===== src/rtl/rfc_pkg.sv =====
package rfc_pkg;
  localparam int REGION_BITS = 3;
  localparam int NUM_REGIONS = 1 << REGION_BITS;
  localparam logic [REGION_BITS-1:0] CART_REGION = 3'd3;

  typedef enum logic [1:0] {POL_RAM, POL_ROM, POL_EXT} pol_e;
  typedef enum logic [1:0] {ACC_LOCAL, ACC_EXT, ACC_MISS} acc_e;

  function automatic pol_e region_policy(input logic [REGION_BITS-1:0] r);
    case (r)
      3'd0, 3'd3: return POL_ROM;
      3'd2, 3'd4: return POL_EXT;
      default:    return POL_RAM;
    endcase
  endfunction
endpackage


===== src/rtl/rfc_policy.sv =====
module rfc_policy
  import rfc_pkg::*;
(
  input  logic [REGION_BITS-1:0] region,
  input  logic                   we,
  input  logic [NUM_REGIONS-1:0] mask,
  input  logic [NUM_REGIONS-1:0] valid,
  output acc_e                   acc
);
  pol_e pol;

  always_comb begin
    pol = region_policy(region);
    if (!mask[region]) begin
      acc = ACC_EXT;
    end else begin
      case (pol)
        POL_RAM: acc = ACC_LOCAL;
        POL_EXT: acc = ACC_EXT;
        default: acc = we ? ACC_EXT : (valid[region] ? ACC_LOCAL : ACC_MISS);
      endcase
    end
  end
endmodule


===== src/rtl/rfc_flags.sv =====
module rfc_flags
  import rfc_pkg::*;
(
  input  logic                   clk,
  input  logic                   rst_n,
  input  logic [NUM_REGIONS-1:0] mask,
  input  logic                   clr_en,
  input  logic [REGION_BITS-1:0] clr_idx,
  input  logic                   fill_start,
  input  logic [REGION_BITS-1:0] start_idx,
  input  logic                   fill_busy,
  input  logic [REGION_BITS-1:0] fill_idx,
  input  logic                   fill_done,
  output logic [NUM_REGIONS-1:0] valid
);
  logic [NUM_REGIONS-1:0] mask_q;
  logic [NUM_REGIONS-1:0] clr_vec;
  logic                   tainted;
  logic                   set_en;

  always_ff @(posedge clk or negedge rst_n) begin
    if (!rst_n) mask_q <= '1;
    else        mask_q <= mask;
  end

  // a clear landing on the region under fill spoils that fill
  always_ff @(posedge clk or negedge rst_n) begin
    if (!rst_n)                            tainted <= 1'b0;
    else if (fill_start)                   tainted <= clr_vec[start_idx];
    else if (fill_busy && clr_vec[fill_idx]) tainted <= 1'b1;
  end

  assign set_en = fill_done && !tainted;

  for (genvar g = 0; g < NUM_REGIONS; g++) begin : g_region
    assign clr_vec[g] = (mask[g] ^ mask_q[g]) ||
                        (clr_en && (clr_idx == REGION_BITS'(g)));
    always_ff @(posedge clk or negedge rst_n) begin
      if (!rst_n)                                      valid[g] <= 1'b0;
      else if (clr_vec[g])                             valid[g] <= 1'b0;
      else if (set_en && (fill_idx == REGION_BITS'(g))) valid[g] <= 1'b1;
    end
  end
endmodule


===== src/rtl/rfc_fill.sv =====
module rfc_fill
  import rfc_pkg::*;
#(
  parameter int ADDR_W = 16,
  parameter int DATA_W = 16
) (
  input  logic                   clk,
  input  logic                   rst_n,
  input  logic                   start,
  input  logic [REGION_BITS-1:0] start_region,
  input  logic                   ext_ack,
  input  logic [DATA_W-1:0]      ext_rdata,
  output logic                   busy,
  output logic [REGION_BITS-1:0] region,
  output logic                   done,
  output logic                   ext_req,
  output logic [ADDR_W-1:0]      ext_addr,
  output logic                   mem_we,
  output logic [ADDR_W-2:0]      mem_addr,
  output logic [DATA_W-1:0]      mem_wdata
);
  localparam int OFF_W = ADDR_W - REGION_BITS - 1;

  typedef enum logic [1:0] {F_IDLE, F_REQ, F_WR} fst_e;
  fst_e             state;
  logic [OFF_W-1:0] idx;
  logic [DATA_W-1:0] data_q;

  always_ff @(posedge clk or negedge rst_n) begin
    if (!rst_n) begin
      state  <= F_IDLE;
      idx    <= '0;
      region <= '0;
      data_q <= '0;
    end else begin
      case (state)
        F_IDLE: if (start) begin
          state  <= F_REQ;
          idx    <= '0;
          region <= start_region;
        end
        F_REQ: if (ext_ack) begin
          data_q <= ext_rdata;
          state  <= F_WR;
        end
        default: begin
          if (idx == '1) state <= F_IDLE;
          else begin
            idx   <= idx + 1'b1;
            state <= F_REQ;
          end
        end
      endcase
    end
  end

  assign busy      = (state != F_IDLE);
  assign ext_req   = (state == F_REQ);
  assign ext_addr  = {region, idx, 1'b0};
  assign mem_we    = (state == F_WR);
  assign mem_addr  = {region, idx};
  assign mem_wdata = data_q;
  assign done      = (state == F_WR) && (idx == '1);
endmodule


===== src/rtl/region_fill_cache.sv =====
module region_fill_cache
  import rfc_pkg::*;
#(
  parameter int ADDR_W = 16,
  parameter int DATA_W = 16
) (
  input  logic                   clk,
  input  logic                   rst_n,
  input  logic [NUM_REGIONS-1:0] cfg_mask,
  input  logic                   cpu_valid,
  output logic                   cpu_ready,
  input  logic [ADDR_W-1:0]      cpu_addr,
  input  logic                   cpu_we,
  input  logic [DATA_W-1:0]      cpu_wdata,
  output logic                   cpu_rvalid,
  output logic [DATA_W-1:0]      cpu_rdata,
  output logic                   ext_req,
  output logic [ADDR_W-1:0]      ext_addr,
  output logic                   ext_we,
  output logic [DATA_W-1:0]      ext_wdata,
  input  logic                   ext_ack,
  input  logic [DATA_W-1:0]      ext_rdata,
  output logic                   mem_en,
  output logic                   mem_we,
  output logic [ADDR_W-2:0]      mem_addr,
  output logic [DATA_W-1:0]      mem_wdata,
  input  logic [DATA_W-1:0]      mem_rdata
);
  localparam int WA_W = ADDR_W - 1;

  typedef enum logic {C_IDLE, C_EXT} cst_e;

  logic [REGION_BITS-1:0] req_region;
  acc_e                   acc;
  logic [NUM_REGIONS-1:0] valid;
  cst_e                   cstate;
  logic                   resp_v, resp_local, xmiss, xwe;
  logic [ADDR_W-1:0]      xaddr;
  logic [DATA_W-1:0]      xwdata, xdata;
  logic                   accept, go_local, go_ext, cart_clr, in_fill_region;
  logic                   fill_start, fill_busy, fill_done, fill_ext_req, fill_mem_we;
  logic [REGION_BITS-1:0] fill_region;
  logic [ADDR_W-1:0]      fill_ext_addr;
  logic [WA_W-1:0]        fill_mem_addr;
  logic [DATA_W-1:0]      fill_mem_wdata;

  assign req_region = cpu_addr[ADDR_W-1 -: REGION_BITS];

  rfc_policy u_policy (
    .region (req_region),
    .we     (cpu_we),
    .mask   (cfg_mask),
    .valid  (valid),
    .acc    (acc)
  );

  rfc_flags u_flags (
    .clk        (clk),
    .rst_n      (rst_n),
    .mask       (cfg_mask),
    .clr_en     (cart_clr),
    .clr_idx    (req_region),
    .fill_start (fill_start),
    .start_idx  (xaddr[ADDR_W-1 -: REGION_BITS]),
    .fill_busy  (fill_busy),
    .fill_idx   (fill_region),
    .fill_done  (fill_done),
    .valid      (valid)
  );

  rfc_fill #(.ADDR_W(ADDR_W), .DATA_W(DATA_W)) u_fill (
    .clk          (clk),
    .rst_n        (rst_n),
    .start        (fill_start),
    .start_region (xaddr[ADDR_W-1 -: REGION_BITS]),
    .ext_ack      (ext_ack && fill_busy),
    .ext_rdata    (ext_rdata),
    .busy         (fill_busy),
    .region       (fill_region),
    .done         (fill_done),
    .ext_req      (fill_ext_req),
    .ext_addr     (fill_ext_addr),
    .mem_we       (fill_mem_we),
    .mem_addr     (fill_mem_addr),
    .mem_wdata    (fill_mem_wdata)
  );

  // acceptance: local work avoids the region under fill and the fill write slot,
  // bus work waits for the fill to release the external port
  always_comb begin
    in_fill_region = fill_busy && (req_region == fill_region);
    if (cstate != C_IDLE)      cpu_ready = 1'b0;
    else if (acc == ACC_LOCAL) cpu_ready = !in_fill_region && !fill_mem_we;
    else                       cpu_ready = !fill_busy;
    accept     = cpu_valid && cpu_ready;
    go_local   = accept && (acc == ACC_LOCAL);
    go_ext     = accept && (acc != ACC_LOCAL);
    cart_clr   = accept && cpu_we && (req_region == CART_REGION);
    fill_start = (cstate == C_EXT) && ext_ack && xmiss;
  end

  always_ff @(posedge clk or negedge rst_n) begin
    if (!rst_n) begin
      cstate     <= C_IDLE;
      resp_v     <= 1'b0;
      resp_local <= 1'b0;
      xmiss      <= 1'b0;
      xwe        <= 1'b0;
      xaddr      <= '0;
      xwdata     <= '0;
      xdata      <= '0;
    end else begin
      resp_v <= 1'b0;
      case (cstate)
        C_IDLE: begin
          if (go_local) begin
            resp_v     <= 1'b1;
            resp_local <= 1'b1;
          end else if (go_ext) begin
            cstate <= C_EXT;
            xaddr  <= cpu_addr;
            xwe    <= cpu_we;
            xwdata <= cpu_wdata;
            xmiss  <= (acc == ACC_MISS);
          end
        end
        default: begin
          if (ext_ack) begin
            xdata      <= ext_rdata;
            resp_v     <= 1'b1;
            resp_local <= 1'b0;
            cstate     <= C_IDLE;
          end
        end
      endcase
    end
  end

  assign cpu_rvalid = resp_v;
  assign cpu_rdata  = resp_local ? mem_rdata : xdata;

  always_comb begin
    if (fill_mem_we) begin
      mem_en    = 1'b1;
      mem_we    = 1'b1;
      mem_addr  = fill_mem_addr;
      mem_wdata = fill_mem_wdata;
    end else begin
      mem_en    = go_local;
      mem_we    = cpu_we;
      mem_addr  = cpu_addr[ADDR_W-1:1];
      mem_wdata = cpu_wdata;
    end
  end

  assign ext_req   = fill_busy ? fill_ext_req  : (cstate == C_EXT);
  assign ext_addr  = fill_busy ? fill_ext_addr : xaddr;
  assign ext_we    = !fill_busy && xwe;
  assign ext_wdata = xwdata;
endmodule


===== config.mk =====
export PLATFORM = sky130hd
export DESIGN_NAME = region_fill_cache
export DESIGN_NICKNAME = d
export VERILOG_FILES = /design/src/rtl/rfc_pkg.sv /design/src/rtl/rfc_policy.sv /design/src/rtl/rfc_flags.sv /design/src/rtl/rfc_fill.sv /design/src/rtl/region_fill_cache.sv
export SDC_FILE = /design/constraint.sdc
export NUM_CORES = 1
export LEC_CHECK = 0
export BUFFER_PORTS_ARGS = -buffer_cell sky130_fd_sc_hd__buf_2
export CORE_AREA = 2 2 134 136
export DETAILED_ROUTE_END_ITERATION = 8
export DIE_AREA = 0 0 136 138
export SYNTH_ARGS = -nofsm -noshare
export SYNTH_HDL_FRONTEND = slang
export SYNTH_SLANG_ARGS = --single-unit

===== constraint.sdc =====
create_clock -name clk -period 1.9 [get_ports clk]
set_input_delay 0.285 -clock clk [delete_from_list [all_inputs] [get_ports clk]]
set_output_delay 0.285 -clock clk [all_outputs]
set_load 0.02 [all_outputs]

==> Yosys cells after proc, flatten, opt, wreduce, memory -nomap -nowiden <==
Index checks and enable logic that the tools add are counted.
W data, S select, Z words.
{ "totals": {"latch_bits": 0, "ram_bits": 0, "memories": 0, "wordCells": 186, "in_bits": 77, "regBits": 103, "mem_bits_ro": 0} }
{ "classes": {"n_eq_ne": 24, "n_shift": 0, "bitwise": 11, "div_mod_pow": 0, "muxes": 57, "mul": 0, "n_reduce_logical": 68, "n_addsub": 1, "magnitude_cmp": 3} }
{ "ops": {"columns": ["op", "count"], "rows": [
  ["$mux W16", 3],
  ["$mux W1", 38],
  ["$logic_and A1 B1 Y1", 30],
  ["$eq A3 B3 Y1 const B", 8],
  ["$mux W12", 2],
  ["$pmux W12 S2", 1],
  ["$reduce_bool A2 Y1", 12],
  ["$mux W15", 1],
  ["$add A12 B1 Y12 const B", 1],
  ["$bmux W1 S3", 4],
  ["$eq A12 B12 Y1 const B", 1],
  ["$eq A3 B2 Y1 const B", 4],
  ["$lt A3 B4 Y1 const B", 3],
  ["$pmux W2 S2", 3],
  ["$mux W2", 5],
  ["$reduce_and A2 Y1", 5],
  ["$logic_or A1 B1 Y1", 8],
  ["$xor A1 B1 Y1", 8],
  ["$eq A2 B2 Y1 const B", 3],
  ["$eq A3 B1 Y1 const B", 2],
  ["$logic_not A2 Y1", 3],
  ["$logic_not A3 Y1", 2],
  ["$ne A2 B2 Y1 const B", 3],
  ["$reduce_and A3 Y1", 2],
  ["other kinds (6)", 12]
]} }

==> Depth between registers and ports, before layout <==
Gate-level depths: netlist of run 1.
{ "logic_depth": {"ltp_word": 19, "ltp_mapped": 8, "depth_no_buf": 6} }

==> By module <==
From an unflattened synthesis of run 1, not the netlist that was laid out.
{ "hier_totals": {"hier_cells": 453, "area_unflattened_um2": 5555.3} }
{ "modules_own_cells": {"columns": ["module", "area_each_um2", "cells_each", "n_inst"], "rows": [
  ["region_fill_cache", 2864.0, 204, 1],
  ["rfc_fill", 1652.8, 143, 1],
  ["rfc_flags", 913.4, 92, 1],
  ["rfc_policy", 125.1, 14, 1]
]} }

==> Worst setup path after synthesis of run 1 <==
Ideal clock, no wire load.
{ "synth_timing": {"path_kind": "in2reg", "from": "input port cpu_addr[13]", "to": "register xwdata[10] (netlist: ext_wdata[10])", "setup_time_ns": 0.125, "arrival_ns": 1.912, "path_slack_ns": -0.137, "stages": 8, "required_time_ns": 1.775, "path_cell_list": "buf_6 -> mux2i_1 -> mux4_2 -> nor3_2 -> or2_1 -> buf_6 -> buf_12 -> mux2_4"} }
{ "synth_between": {"elab_chain_len": 13} }
{ "synth_lines": {"columns": ["element", "line_no", "source"], "rows": [
  ["start, declared", "region_fill_cache.sv:12", "input logic [ADDR_W-1:0] cpu_addr,"],
  ["$eq A3 B3 Y1 (tied with other cells)", "rfc_pkg.sv:10", "case (r)"],
  ["$reduce_or A2 Y1 or $mux W1 (tied branches)", "rfc_pkg.sv:10, rfc_policy.sv:20", null],
  ["$pmux W2 S2 or $mux W2 (tied branches)", "rfc_pkg.sv:10, rfc_policy.sv:20", null],
  ["$eq A2 B2 Y1 (tied with other cells)", "rfc_policy.sv:17", "case (pol)"],
  ["$pmux W2 S2", "rfc_policy.sv:17", null],
  ["$mux W2", "rfc_policy.sv:14", "if (!mask[region]) begin"],
  ["$logic_not A2 Y1", "region_fill_cache.sv:93, region_fill_cache.sv:96", null],
  ["$mux W1", "region_fill_cache.sv:93", "else if (acc == ACC_LOCAL) cpu_ready = !in_fill_region && !fill_mem_we;"],
  ["$mux W1", "region_fill_cache.sv:92", "if (cstate != C_IDLE) cpu_ready = 1'b0;"],
  ["$logic_and A1 B1 Y1", "region_fill_cache.sv:95", "accept = cpu_valid && cpu_ready;"],
  ["$logic_and A1 B1 Y1", "region_fill_cache.sv:96", "go_local = accept && (acc == ACC_LOCAL);"],
  ["$not A1 Y1 (no source line)", null, null],
  ["$reduce_and A3 Y1 (no source line) (*)", null, null],
  ["end signal, assigned", "region_fill_cache.sv:123", "xwdata <= cpu_wdata;"],
  ["end, declared", "region_fill_cache.sv:39", "logic [DATA_W-1:0] xwdata, xdata;"]
]} }
Every way passes the cells marked *; elsewhere a longest branch is shown, timed or not. The select of a mux whose other input is x is not followed.
A chain may end at the register's enable or synchronous reset.

==> Worst setup path in the final report of run 1 <==
{ "layout_timing": {"from": "register u_flags.valid[0]", "to": "output port mem_en"} }
{ "layout_between": {"elab_chain_len": 12} }
{ "layout_lines": {"columns": ["element", "line_no", "source"], "rows": [
  ["start, declared", "rfc_flags.sv:14", "output logic [NUM_REGIONS-1:0] valid"],
  ["start signal, assigned by index", "rfc_flags.sv:39", "if (!rst_n) valid[g] <= 1'b0;"],
  ["start signal, assigned by index", "rfc_flags.sv:40", "else if (clr_vec[g]) valid[g] <= 1'b0;"],
  ["start signal, assigned by index", "rfc_flags.sv:41", "else if (set_en && (fill_idx == REGION_BITS'(g))) valid[g] <= 1'b1;"],
  ["$bmux W1 S3 (*)", "rfc_policy.sv:20", "default: acc = we ? ACC_EXT : (valid[region] ? ACC_LOCAL : ACC_MISS);"],
  ["$mux W1 (not written as such) (*)", "rfc_policy.sv:20", null],
  ["$mux W2 (*) (2 in a row)", "rfc_policy.sv:20", null],
  ["$pmux W2 S2 (*)", "rfc_policy.sv:17", null],
  ["$mux W2 (*)", "rfc_policy.sv:14", null],
  ["$logic_not A2 Y1 (*)", "region_fill_cache.sv:93, region_fill_cache.sv:96", null],
  ["$mux W1", "region_fill_cache.sv:93", null],
  ["$mux W1", "region_fill_cache.sv:92", null],
  ["$logic_and A1 B1 Y1", "region_fill_cache.sv:95", null],
  ["$logic_and A1 B1 Y1 (*)", "region_fill_cache.sv:96", null],
  ["$mux W1 (*)", "region_fill_cache.sv:143", "if (fill_mem_we) begin"],
  ["end, declared", "region_fill_cache.sv:23", "output logic mem_en,"]
]} }
Marked as above.

==> results of run 1 <==
==> per-layer routing <==
layer	vias up	share of wire
met2	128	0.48
met5	-	0
met4	0	0.015
met3	14	0.056
met1	2067	0.45
li1	2101	-
==> cell usage in the layout, fill, tap and decap left out, types with 11 or more instances in the layout <==
cell | netlist | final
buf_4 | 1 | 58
mux2_4 | 29 | 42
mux2_2 | 50 | 37
xor2_1 | 13 | 13
nand2_1 | 162 | 111
nand2_4 | 0 | 22
nor2_1 | 21 | 20
buf_12 | 3 | 11
buf_6 | 3 | 47
nand3_1 | 11 | 11
nand2_2 | 0 | 29
buf_2 | 2 | 114
clkbuf_16 | 0 | 11
dfrtp_1 | 89 | 86
==> final cells by class <==
class	instances	area [um2]	share of cell area
sequential	97	2440	0.318
clock buffer	10	239	0.0311
inverter	5	18.8	0.00244
tap	229	287	0.0373
clock inverter	6	43.8	0.00570
multi-input combinational	365	2840	0.370
timing repair buffer	233	1820	0.236
==> kinds of logic after synthesis <==
group           Yosys count
buf+inv                  36
compound gates           33
mux                      89
simple gates            222
xor+xnor                 20
flops                    97
fa+ha+maj                 1
==> registers in the layout (all words and copies together), names as in the netlist, 2 cells and up <==
signal and count:
u_fill.idx 12, ext_wdata 16, xdata 16, u_fill.region 3, u_flags.mask_q 8, xaddr 16, u_fill.mem_wdata 16, u_fill.state 2
u_flags.valid 2
==> repair_timing <==
| action | 4_1_cts | 5_1_grt |
|---|---|---|
| buffers inserted | 7 | 7 |
| gates resized for setup | 34 | 170 |
| gates cloned | 0 | 3 |
| endpoints found under the hold margin | 19 | 0 |
| pin swaps | 5 | 49 |
| setup endpoints to repair | 73 | 85 |
| hold buffers | 1 | 0 |
==> metrics by stage <==
| step | setup slack (ns) | area (um2) | cells |
|---|---|---|---|
| 6_report | -0.243 | 7680 | 945 |
| 5_1_grt | -0.332 | 7680 | 945 |
| 4_1_cts | -0.224 | 6990 | 935 |
| 3_5_place_dp | -0.275 | 6530 | 911 |
| 3_3_place_gp | -0.272 | 6530 | 911 |
| 2_1_floorplan | -0.0618 | 5130 | 498 |
==> power by group <==
part | leakage (nW) | internal [mW] | switching [mW]
sequential | 1.15 | 3.00 | 0.653
combinational | 2.68 | 3.60 | 3.47
clock | 0.138 | 0.926 | 0.832
total | 3.98 | 7.52 | 4.96
==> Yosys cell counts (all sizes together) (3+ instances only) <==
library cell,n,area share
dfrtp,89,0.43
nand3,11,0.011
and3,4,0.0051
o21ai,11,0.011
mux2i,9,0.018
nand2b,3,0.0037
nor3,3,0.0039
mux2,79,0.19
nor2,21,0.015
buf,11,0.023
o211ai,3,0.0044
dfstp,8,0.041
a211oi,3,0.0054
nand2,162,0.12
a2111oi,3,0.0056
xnor2,7,0.012
xor2,13,0.022
clkbuf,20,0.015
or3,3,0.0037
inv,4,0.0029
a21oi,3,0.0029
==> worst paths after layout <==
| check | from | end | slack [ns] | depth (start not counted) |
|---|---|---|---|---|
| setup / recovery | u_flags.valid[0] | mem_en | -0.24 | 6 |
| hold / removal | cfg_mask[4] | u_flags.mask_q[4] | 0.06 | 1 |
| setup reg to reg | u_flags.valid[0] | xaddr[4] | -0.14 | 6 |
| hold reg to reg | u_fill.mem_wdata[2] | u_fill.mem_wdata[2] | 0.49 | 2 |
| max in group asynchronous | rst_n | cstate | 0.91 | 3 |
| min in group asynchronous | rst_n | xwe | 0.42 | 2 |
==> flow_metrics.py, run 1 <==
metrics = {
    "timing": {
        "drv_slew": 0,
        "hold_viol_final": 0,
        "finalWorstSetupSlack_ns": -0.243,
        "tightest_slew_ns": 0.445,
        "skew_ns": 0.00492,
        "finalWorstPathRequiredPeriod_ns": 2.14,
        "slew_headroom": 0.695,
        "max_freq_mhz": 467,
        "hold_ws_ns": 0.0637,
        "setup_viol": 50,
        "period_share": 1.13,
        "tns_ns": -4.73,
        "rsz0062_at_grt": "true",
    },
    "worst_setup_path": {
        "path_cells": "or3_4 > a211oi_4 > nor3_4 > o211ai_1 > nand2_1 > buf_6",
        "crit_arrival_ns": 1.86,
        "worst_ep_required_time_ns": 1.62,
        "setup.worst_path.start_class": "register",
        "criticalPathCategory": "register to output pin",
        "crit_path_end_kind": "output pin",
        "slowest_stage": "dfrtp_1",
        "cpPeakStageDelay_ns": 0.39,
        "cp_top_family": "simple AND/OR/NAND/NOR gates",
        "path_buf_inv": 1,
        "crit_fanout": 3,
    },
    "cts": {
        "clock-sinks": 97,
        "cts_root_buf": "clkbuf_16",
        "htreeDepth": 3,
        "clk_pin_slew_ns": 0.07,
        "cts_made_buffers": 9,
        "cts_buffer_depth": 2,
        "insertion_delay_ns": 0.35,
        "cts_tree": "built",
    },
    "route": {
        "drtIter0Drc": 183,
        "totalWireLength_mm": 14.8,
        "ant_nets": 0,
        "drt-wirelength-per-cell_um": 15.6,
        "vias": 4310,
        "avgViaCountPerCell": 4.56,
        "drt_drc_violations_left": 0,
        "first_pass_iters": 4,
    },
    "synthesis": {
        "synthMuxAreaShare": 0.217,
        "synth_simple_gate_area_frac": 0.183,
        "synth_compound_area_frac": 0.0471,
        "synth_cell_type_count": 53,
        "synthFlopType": "dfrtp_1",
        "async_reset_ff_frac": 1.00,
        "syn_nets": 576,
        "synthAdderAreaFrac": 0.00244,
        "ys_seq_area_frac": 0.475,
        "synth_seq_cells": 97,
        "synth-edff-count": 0,
        "synth_top_family_by_area": "multiplexers",
        "synthXorXnorAreaFrac": 0.0341,
        "syn_inst": 498,
        "syn_avg_cell_area_um2": 10.3,
        "synth_area_um2": 5130,
        "yosysWarnings": 0,
    },
    "placement": {
        "place_congestion": 0.813,
        "port_buffers": 161,
        "hpwlAfterDp_mm": 10.3,
    },
    "cells_and_area": {
        "final_util": 0.438,
        "nNetsFinal": 789,
        "insertedDiodeCount": 0,
        "drive_gt1_frac": 0.571,
        "areaGrowthSynthToFinish_pct": 49.8,
        "fill_cells": 1692,
    },
    "global_routing": {
        "grt_pass1_vias": 4427,
        "grt_use_met2": 0.245,
        "antenna_found_initial": 0,
        "top_usage_layer": "met2",
        "grt_max_degree": 40,
        "grt.total_usage": 0.154,
        "grt_overflow": 0,
        "grt_pass1_wl_mm": 22.8,
        "grt_use_met1": 0.206,
        "met3_usage": 0.0370,
    },
    "die": {
        "fp.dieH_um": 138,
        "ioPinCount": 162,
        "start_util": 0.293,
        "rows": 49,
        "core_um2": 17500,
        "die-area_um2": 18800,
        "die_w_um": 136,
    },
    "hold_path": {
        "min_path_type": "input pin to register",
    },
    "run_status": {
        "status": "finished with violations",
        "violations": "setup timing",
    },
    "pwr": {
        "power_mw": 12.5,
        "vdd_drop_max_mv": 0.794,
        "power_density_nw_per_um2": 1620,
        "p_leak_nw": 3.98,
    },
    "run": {
        "maxCapViolations": 0,
    },
}
Note: power is estimated with default switching activity, not from simulation.
==> run 2, diff against run 1 <==
--- a/config.mk
+++ b/config.mk
@@ -9,6 +9,7 @@
 export CORE_AREA = 2 2 134 136
 export DETAILED_ROUTE_END_ITERATION = 8
 export DIE_AREA = 0 0 136 138
+export SKIP_CTS_REPAIR_TIMING = 1
 export SYNTH_ARGS = -nofsm -noshare
 export SYNTH_HDL_FRONTEND = slang
 export SYNTH_SLANG_ARGS = --single-unit
==> constraint.sdc (replaced) <==
create_clock -name clk -period 1.9 [get_ports clk]
set_input_delay 0 -clock clk [delete_from_list [all_inputs] [get_ports clk]]
set_output_delay 0 -clock clk [all_outputs]
set_load 0.02 [all_outputs]
==> run 2 against run 1 <==
Net effect:
- the flow finishes with violations (hold timing, setup timing)
- clock-buffer cell count is the same
- largest cell class unchanged
- final cell count grew 2.3%
- setup slack gained 0.16 ns
- hold slack lost 0.073 ns
- combinational power shrank 21%
- critical path depth grew 2
- cell area shrank 5.8%
==> flow_metrics.py, run 2 (synthesis gave the netlist of run 1 again) <==
metrics = {
    "cts": {
        "cts_tree": "built",
        "clk_pin_slew_ns": 0.07,
        "cts_made_buffers": 9,
        "clock-sinks": 97,
        "htreeDepth": 3,
        "cts_buffer_depth": 2,
        "insertion_delay_ns": 0.35,
        "cts_root_buf": "clkbuf_16",
    },
    "worst_setup_path": {
        "crit_fanout": 2,
        "path_cells": "or3_4 > a211oi_4 > nor3_2 > buf_4 > o211ai_1 > buf_4 > nand2_2 > buf_6",
        "crit_arrival_ns": 1.99,
        "cpMostUsedCell": "buf_4",
        "crit_path_end_kind": "output pin",
        "criticalPathCategory": "register to output pin",
        "cpPeakStageDelay_ns": 0.38,
        "timing.rr.start": "u_flags.valid[0]",
        "worst_ep_required_time_ns": 1.90,
        "cp_top_family": "simple AND/OR/NAND/NOR gates",
        "setup.worst_path.start_class": "register",
        "path_buf_inv": 3,
        "slowest_stage": "dfrtp_1",
        "startpoint": "u_flags.valid[0]",
    },
    "cells_and_area": {
        "finalNonFillerCells": 967,
        "layout_commonest_cell": "nand2_1",
        "nNetsFinal": 811,
        "insertedDiodeCount": 0,
        "final_util": 0.413,
        "areaGrowthSynthToFinish_pct": 41.1,
        "drive_gt1_frac": 0.434,
        "fill_cells": 1746,
        "design_area_um2": 7240,
        "layout_common_cells": "nand2_1 (161), buf_2 (159), dfrtp_1 (88)",
    },
    "route": {
        "totalWireLength_mm": 14.3,
        "vias": 4359,
        "first_pass_iters": 4,
        "drt_drc_violations_left": 0,
        "drtIter0Drc": 205,
        "avgViaCountPerCell": 4.51,
        "drt-wirelength-per-cell_um": 14.7,
        "ant_nets": 0,
    },
    "timing": {
        "skew_ns": 0.0131,
        "setup_viol": 32,
        "hold_ws_ns": -0.00967,
        "hold_viol_final": 1,
        "tightest_slew_ns": 0.646,
        "rsz0062_at_grt": "true",
        "max_freq_mhz": 503,
        "slew_headroom": 0.569,
        "finalWorstPathRequiredPeriod_ns": 1.99,
        "period_share": 1.05,
        "finalWorstSetupSlack_ns": -0.0873,
        "drv_slew": 0,
    },
    "pwr": {
        "power_mw": 11.0,
        "p_clk_frac": 0.158,
        "vdd_drop_max_mv": 0.674,
        "p_leak_nw": 3.61,
        "p_comb_frac": 0.505,
        "power_density_nw_per_um2": 1520,
        "power_switching_mw": 4.47,
        "switching_share": 0.405,
        "sequentialPowerShare": 0.337,
        "p_int_mw": 6.56,
    },
    "hold_path": {
        "min_path_type": "input pin to register",
        "worstHoldStart": "cfg_mask[0]",
    },
    "placement": {
        "place_congestion": 0.808,
        "port_buffers": 161,
        "dp.cells": 894,
        "place_area_um2": 6340,
        "hpwlAfterDp_mm": 9.95,
    },
    "die": {
        "die-area_um2": 18800,
        "rows": 49,
        "fp.dieH_um": 138,
        "start_util": 0.293,
        "ioPinCount": 162,
        "core_um2": 17500,
        "die_w_um": 136,
    },
    "global_routing": {
        "grt.total_usage": 0.147,
        "grt_pass1_wl_mm": 21.7,
        "grt_overflow": 0,
        "antenna_found_initial": 0,
        "grt_pass1_vias": 4168,
        "grt_max_degree": 45,
    },
    "run_status": {
        "status": "finished with violations",
        "violations": "hold timing, setup timing",
    },
    "run": {
        "maxCapViolations": 0,
    },
}
## run 2: changes by cell type in the layout (fill, tap and decap cells not counted), moves of 3 or more
| cell | before | now |
|---|---|---|
| mux2_4 | 42 | 29 |
| mux2_2 | 37 | 50 |
| nand2_1 | 111 | 161 |
| dlygate4sd3_1 | 1 | 55 |
| buf_2 | 114 | 159 |
| buf_4 | 58 | 34 |
| buf_12 | 11 | 2 |
| a2111oi_1 | 0 | 3 |
| nand2_2 | 29 | 1 |
| buf_6 | 47 | 4 |
| nand2_4 | 22 | 0 |
## run 2: area by class of cell
type | instances | area (um2) | share of cell area
Clock inverter | 6 | 42.5 | 0.00588
Multi-Input combinational cell | 365 | 2510 | 0.347
Inverter | 5 | 18.8 | 0.00259
Tap cell | 229 | 287 | 0.0396
Timing Repair Buffer | 255 | 1700 | 0.235
Sequential cell | 97 | 2440 | 0.337
Clock buffer | 10 | 239 | 0.0330
## run 2: stage by stage
stage | setup TNS (ns) | hold WS, ns | worst slack, ns
floorplan | 0 | -0.296 | 0.0188
global placement | -1.87 | 0.0566 | -0.0663
detailed placement | -2.11 | 0.0619 | -0.0748
CTS | -4.40 | -0.335 | -0.178
global route | -3.15 | 0.00535 | -0.142
finish | -1.84 | -0.00967 | -0.0873
## run 2: tightest hold or removal path, stage by stage
cell    delay, ns
buf_2        0.11
xor2_1       0.09
nor2_1       0.11
## run 2: path summary, 6_finish.rpt
kind / slack [ns] / cells after the start / to
max: -0.09 / 8 / mem_en
min: -0.01 / 3 / u_flags.valid[0]
max reg2reg: -0.08 / 6 / ext_wdata[8]
min reg2reg: 0.47 / 2 / u_fill.mem_wdata[13]
max in group asynchronous: 1.02 / 3 / u_fill.region[0]
min in group asynchronous: 0.21 / 2 / ext_wdata[15]
## run 2: routing by layer
layer  global-route usage  wire length (um)  up-vias
li1                     -                 -     2142
met1                0.203              6570     2062
met2                0.225              6650      134
met3               0.0323               732       21
met4               0.0532               305        0
met5                    0                 0        -
## run 2: power groups by stage
stage | registers [mW] | logic (mW) | clock network (mW)
after floorplan | 3.69 | 3.69 | 0
after global placement | 3.74 | 5.39 | 0
after detailed placement | 3.74 | 5.45 | 0
after CTS | 3.72 | 5.47 | 1.80
after global routing | 3.85 | 6.05 | 1.89
final | 3.72 | 5.57 | 1.74
